$ cat config.mk
export PLATFORM = sky130hd
export DESIGN_NAME = audio_tx_fifo
export DESIGN_NICKNAME = d
export VERILOG_FILES = /design/src/rtl/atf_pkg.sv /design/src/rtl/atf_store.sv /design/src/rtl/atf_status.sv /design/src/rtl/audio_tx_fifo.sv
export SDC_FILE = /design/constraint.sdc
export NUM_CORES = 2
export LEC_CHECK = 0
export BUFFER_PORTS_ARGS = -buffer_cell sky130_fd_sc_hd__buf_2
export CORE_MARGIN = 8
export CORE_UTILIZATION = 62
export CTS_CLUSTER_SIZE = 16
export DETAILED_ROUTE_END_ITERATION = 8
export PLACE_DENSITY_LB_ADDON = 0.3
export RECOVER_POWER = 100
export SETUP_SLACK_MARGIN = 0.02
export SYNTH_ARGS = -nofsm -noshare
export SYNTH_HDL_FRONTEND = slang
export SYNTH_SLANG_ARGS = --single-unit
$ cat constraint.sdc
create_clock -name clk -period 4.21 [get_ports clk]
set_input_delay 0.421 -clock clk [delete_from_list [all_inputs] [get_ports clk]]
set_output_delay 0.421 -clock clk [all_outputs]
set_load 0.005 [all_outputs]
$ cat src/rtl/atf_pkg.sv
package atf_pkg;
    typedef enum logic [1:0] {
        SEL_DATA = 2'd0,
        SEL_STAT = 2'd1,
        SEL_IEN  = 2'd2,
        SEL_TRIG = 2'd3
    } reg_sel_e;

    localparam int BIT_LVL = 0;
    localparam int BIT_UND = 1;
    localparam int BIT_OVF = 2;
    localparam int OCC_LSB = 8;
endpackage

$ cat src/rtl/atf_store.sv
module atf_store #(
    parameter int EW    = 33,
    parameter int DEPTH = 64,
    localparam int AW   = $clog2(DEPTH),
    localparam int CW   = $clog2(DEPTH + 1)
) (
    input  logic          clk,
    input  logic          rst_n,
    input  logic          push,
    input  logic [EW-1:0] push_word,
    input  logic          pop,
    output logic [EW-1:0] head_word,
    output logic [CW-1:0] occ,
    output logic          full,
    output logic          empty
);
    typedef struct packed {
        logic [AW-1:0] wp;
        logic [AW-1:0] rp;
        logic [CW-1:0] cnt;
    } ptr_t;

    ptr_t          ptr_d, ptr_q;
    logic          do_push, do_pop;
    logic [EW-1:0] mem [DEPTH];

    assign full  = (ptr_q.cnt == CW'(DEPTH));
    assign empty = (ptr_q.cnt == '0);
    assign occ   = ptr_q.cnt;

    always_comb begin
        ptr_d   = ptr_q;
        do_push = push & ~full;
        do_pop  = pop & ~empty;
        if (do_push) ptr_d.wp = ptr_q.wp + 1'b1;
        if (do_pop)  ptr_d.rp = ptr_q.rp + 1'b1;
        case ({do_push, do_pop})
            2'b10:   ptr_d.cnt = ptr_q.cnt + 1'b1;
            2'b01:   ptr_d.cnt = ptr_q.cnt - 1'b1;
            default: ptr_d.cnt = ptr_q.cnt;
        endcase
    end

    always_ff @(posedge clk or negedge rst_n) begin
        if (!rst_n) ptr_q <= '0;
        else        ptr_q <= ptr_d;
    end

    always_ff @(posedge clk) begin
        if (do_push) mem[ptr_q.wp] <= push_word;
    end

    assign head_word = mem[ptr_q.rp];
endmodule

$ cat src/rtl/atf_status.sv
module atf_status #(
    parameter int CW = 7
) (
    input  logic          clk,
    input  logic          rst_n,
    input  logic [CW-1:0] occ,
    input  logic [CW-1:0] trig,
    input  logic [1:0]    ien_nxt,
    input  logic [2:0]    clr,
    input  logic          ovf_evt,
    output logic [2:0]    st,
    output logic          irq
);
    typedef struct packed {
        logic lvl;
        logic und;
        logic ovf;
        logic irq;
    } st_t;

    st_t st_d, st_q;

    always_comb begin
        st_d     = st_q;
        st_d.lvl = clr[0] ? 1'b0 : (st_q.lvl | (occ < trig));
        st_d.und = clr[1] ? 1'b0 : (st_q.und | (occ == '0));
        st_d.ovf = ovf_evt | (st_q.ovf & ~clr[2]);
        st_d.irq = (st_d.lvl & ien_nxt[0]) | (st_d.und & ien_nxt[1]);
    end

    always_ff @(posedge clk or negedge rst_n) begin
        if (!rst_n) st_q <= '0;
        else        st_q <= st_d;
    end

    assign st  = {st_q.ovf, st_q.und, st_q.lvl};
    assign irq = st_q.irq;
endmodule

$ cat src/rtl/audio_tx_fifo.sv
module audio_tx_fifo
    import atf_pkg::*;
#(
    parameter int DW    = 32,
    parameter int DEPTH = 64,
    localparam int CW   = $clog2(DEPTH + 1),
    localparam int EW   = DW + 1
) (
    input  logic          clk,
    input  logic          rst_n,
    input  logic          reg_wr,
    input  logic [1:0]    reg_addr,
    input  logic [DW-1:0] reg_wdata,
    output logic [DW-1:0] reg_rdata,
    output logic          m_valid,
    input  logic          m_ready,
    output logic [DW-1:0] m_data,
    output logic          m_right,
    output logic          irq
);
    typedef struct packed {
        logic [CW-1:0] trig;
        logic [1:0]    ien;
        logic          phase;
    } ctl_t;

    ctl_t          ctl_d, ctl_q;
    reg_sel_e      sel;
    logic          data_wr, push_ok, ovf_evt, pop;
    logic [2:0]    clr;
    logic [EW-1:0] head_word;
    logic [CW-1:0] occ;
    logic          full, empty;
    logic [2:0]    st;
    logic [1:0]    ien_q;

    assign sel     = reg_sel_e'(reg_addr);
    assign data_wr = reg_wr && (sel == SEL_DATA);
    assign push_ok = data_wr && !full;
    assign ovf_evt = data_wr && full;
    assign pop     = m_valid && m_ready;
    assign clr     = (reg_wr && (sel == SEL_STAT)) ? reg_wdata[2:0] : 3'b000;
    assign ien_q   = ctl_q.ien;

    always_comb begin
        ctl_d = ctl_q;
        if (reg_wr && sel == SEL_TRIG) ctl_d.trig = reg_wdata[CW-1:0];
        if (reg_wr && sel == SEL_IEN)  ctl_d.ien  = reg_wdata[1:0];
        if (push_ok)                   ctl_d.phase = ~ctl_q.phase;
    end

    always_ff @(posedge clk or negedge rst_n) begin
        if (!rst_n) begin
            ctl_q.trig  <= CW'(DEPTH / 2);
            ctl_q.ien   <= 2'b00;
            ctl_q.phase <= 1'b0;
        end else begin
            ctl_q <= ctl_d;
        end
    end

    atf_store #(.EW(EW), .DEPTH(DEPTH)) u_store (
        .clk       (clk),
        .rst_n     (rst_n),
        .push      (push_ok),
        .push_word ({ctl_q.phase, reg_wdata}),
        .pop       (pop),
        .head_word (head_word),
        .occ       (occ),
        .full      (full),
        .empty     (empty)
    );

    atf_status #(.CW(CW)) u_status (
        .clk     (clk),
        .rst_n   (rst_n),
        .occ     (occ),
        .trig    (ctl_q.trig),
        .ien_nxt (ctl_d.ien),
        .clr     (clr),
        .ovf_evt (ovf_evt),
        .st      (st),
        .irq     (irq)
    );

    assign m_valid = !empty;
    assign m_data  = head_word[DW-1:0];
    assign m_right = head_word[DW];

    always_comb begin
        reg_rdata = '0;
        case (sel)
            SEL_STAT: begin
                reg_rdata[BIT_LVL]        = st[0];
                reg_rdata[BIT_UND]        = st[1];
                reg_rdata[BIT_OVF]        = st[2];
                reg_rdata[OCC_LSB +: CW]  = occ;
            end
            SEL_IEN:  reg_rdata[1:0]      = ctl_q.ien;
            SEL_TRIG: reg_rdata[CW-1:0]   = ctl_q.trig;
            default:  reg_rdata           = '0;
        endcase
    end
endmodule

==> metrics.txt <==
RSZ-0062 raised after global routing false; CTS tree built; vias in the first global route 42900; Area growth syn-to-layout 12.4%; Worst Path Required ~3800 ps; Worst setup EP type output pin; DRC viols 0; # IOs 105; Max Clock Skew approximately 28 ps; clk buf depth 3; wire per inst about 34 um; Die X 383 um; antenna violations before repair 7; Synth Warn # 0; Final Core Density 70.2%; GRT overflow 0; RePlAce Congestion around 0.83; Setup TNS Final 0 ps; status complete, but fails checks; Final #Nets 4431; critical path class register to output pin; Seq/Total Area, Yosys between 70 and 80%; Pwr per Cell Area 652 nW/um^2; Fmax 239 MHz; # clock sinks between 2000 and 2500; FP Rows roughly 130; Clk Tree Root Cell clkbuf_16; Core Footprint 133000 um^2; Final ANT Viol Nets 0; failing checks capacitance limit, slew limit; Hold Crit Class primary input to register; initial core utilization 62.4%; worst skew pair latency 810 ps; asr flop ratio synth 1.54%; leading area contributor after synthesis edfxtp_1; synthesized flop and latch total around 2100; Filler cells approximately 7900; DR vias/cell roughly 7; full die area 146000 um^2; Max Cap Viol 40; Vias roughly 43000; GRT Util Overall between 20% and 30%; Cell Count, Final, Fillers Out around 6300; Crit Path Max Fanout 22; DR iter-0 viols 6122; Buffers on Ports 86; pin count of the biggest net entering global routing 68; Post-synth EDFFs approximately 2100; first-pass GRT wire length 303000 um; layout cell share with drive strength beyond 1 20.8%; DRT Wirelength 214000 um; Final Total Pwr roughly 61 mW; Leak slightly above 30 nW; Mapped Area around 83000 um^2; hold path depth 5; Slew HR -124%; fin crit period 4180 ps; CTS buffer count between 200 and 250; Design Area, Final 93700 um^2; H-tree depth 4; Synth area leaders edfxtp_1 76%, mux4_2 8.9%, mux2i_1 6.3%; main flop type after synthesis edfxtp_1; Slew @ Worst Pin 3360 ps; Final Hold Fails 0; Yosys top cell area share approximately 76%; fin. max-slew vios 2222; clock transition at the registers of the reported paths 60 ps; die height approximately 380 um; Synth cell types 54; Critical Path Start Type register; Mean Syn Cell Area 20.4 um^2; Gate Count Post-Synth 4094; Cells after DPL 5924; DR pass1 iterations 5; Final Cycle Share 99.2%; VDD IR-drop max 0.520 mV; worst r2r path cells 7; HPWL after DPL 121000 um; Area after DPL roughly 87000 um^2; Setup-failing EPs final 0; crit path DAT 3760 ps
report_power, final:
part	switching (mW)	internal, mW
combinational	11.0	7.41
clock	7.69	10.7
sequential	0.462	23.9
total	19.1	42.0
path summary, 6_finish.rpt:
| path | start | endpoint | slack, ps |
|---|---|---|---|
| setup / recovery | u_store.ptr_q[7]$_DFFE_PN0P_ | m_data[4] | 30 |
| hold / removal | reg_addr[1] | u_status.st[2]$_DFF_PN0_ | 200 |
| setup reg to reg | u_store.occ[3]$_DFFE_PN0P_ | u_store.mem[5][8]$_DFFE_PP_ | 160 |
| hold reg to reg | ien_q[0]$_DFF_PN0_ | ien_q[0]$_DFF_PN0_ | 510 |
| max in group asynchronous | rst_n | u_store.ptr_q[10]$_DFFE_PN0P_ | 1950 |
| min in group asynchronous | rst_n | ien_q[0]$_DFF_PN0_ | 770 |
metrics by stage:
| stage | worst slack, ps | hold slack, ps |
|---|---|---|
| 5_1_grt | 12.0 | 217 |
| 3_3_place_gp | 541 | 496 |
| 2_1_floorplan | 917 | 125 |
| 4_1_cts | 29.8 | 25.0 |
| 3_5_place_dp | 493 | 501 |
| 6_report | 33.3 | 199 |
logic make-up after synthesis:
| group | count (synthesis) | synth area share (%) |
|---|---|---|
| XOR/XNOR | 19 | 0.200 |
| buffers and inverters | 271 | 1.67 |
| AO/OA/AOI/OAI | 460 | 3.73 |
| flip-flops | 2145 | 77.1 |
| AND/OR/NAND/NOR | 320 | 1.74 |
| other | 1 | 0.00450 |
| multiplexers | 867 | 15.4 |
| adder cells (fa/ha/maj) | 11 | 0.165 |
cell type report:
cell class	instances	area, um^2	area share (%)
sequential	2145	64300	68.6
antenna	5	12.5	0.0134
clock inverter	122	1250	1.34
clock buffer	258	5440	5.81
timing repair buffer	324	2440	2.61
multi-input combinational	1695	18000	19.2
inverter	13	48.8	0.0521
tap	1768	2210	2.36
synth_stat cells (3+ instances only):
cell type,count
buf_2,92
o21ai_0,85
nand2b_1,4
a22o_1,35
a31oi_1,69
nor2b_1,14
and2_1,10
mux2i_1,524
ha_1,11
nand2_1,144
a21oi_1,71
xor2_1,8
edfxtp_1,2112
a22oi_1,112
buf_6,10
buf_1,14
mux4_2,330
nand3_1,17
xnor2_1,11
a221oi_2,13
buf_4,48
inv_1,13
mux2_2,12
a221oi_1,14
o21ai_1,14
a21o_1,3
o21a_1,3
and3_1,6
nand4_1,36
clkbuf_1,94
nor2_1,74
o211ai_1,32
dfrtp_1,32
registers in the layout, summed over array words and instances, names as in the netlist:
register	cells
u_store.mem	2112
u_status.irq	1
ctl_q	8
u_store.occ	7
ien_q	2
u_status.st	3
u_store.ptr_q	12
placed cells by master (no fill, tap or decap), types with 15 or more instances in the layout:
cell type  synthesis  final
o211ai_1          32     32
a21oi_1           71     71
mux2i_1          524    524
clkbuf_16          0    208
conb_1             1     18
a22oi_1          112    112
nand3_1           17     17
clkbuf_4           0     18
nor2_1            74     36
edfxtp_1        2112   2112
clkbuf_2           0     57
buf_4             48     87
nand2_1          144    144
dfrtp_1           32     27
mux4_2           330    330
clkinv_1           0     47
nand4_1           36     36
clkbuf_1          94    116
clkinv_2           0     34
a31oi_1           69     69
buf_12             0     37
nor2_4             0     25
o21ai_1           14     15
buf_2             92     42
a22o_1            35     35
o21ai_0           85     84
bufinv_16          0     25
worst max-delay path, cell delays in order, from the launching register on:
cell and delay (ps):
dfrtp_4 580, buf_4 250, nor2_4 370, buf_12 270, buf_4 250, a22oi_1 130
a31oi_1 210, o21ai_0 250, a22o_1 400, clkbuf_2 200
layer usage:
layer  vias up  GRT usage, %  wire, um
met3       481          6.17     24100
li1      17400             -         -
met2      2997          44.6    100000
met1     22500          40.1     79500
met5         -             0        12
met4         2          12.4     10300
timing repair:
item | in CTS | in global routing
endpoints found under the setup margin | 28 | 13
setup buffers | 16 | 1
hold endpoints to repair | 35 | 0
gates resized for setup | 4 | 3
cloned | 0 | 1
hold buffers | 3 | 0
Power figures use the tool's default switching activity.
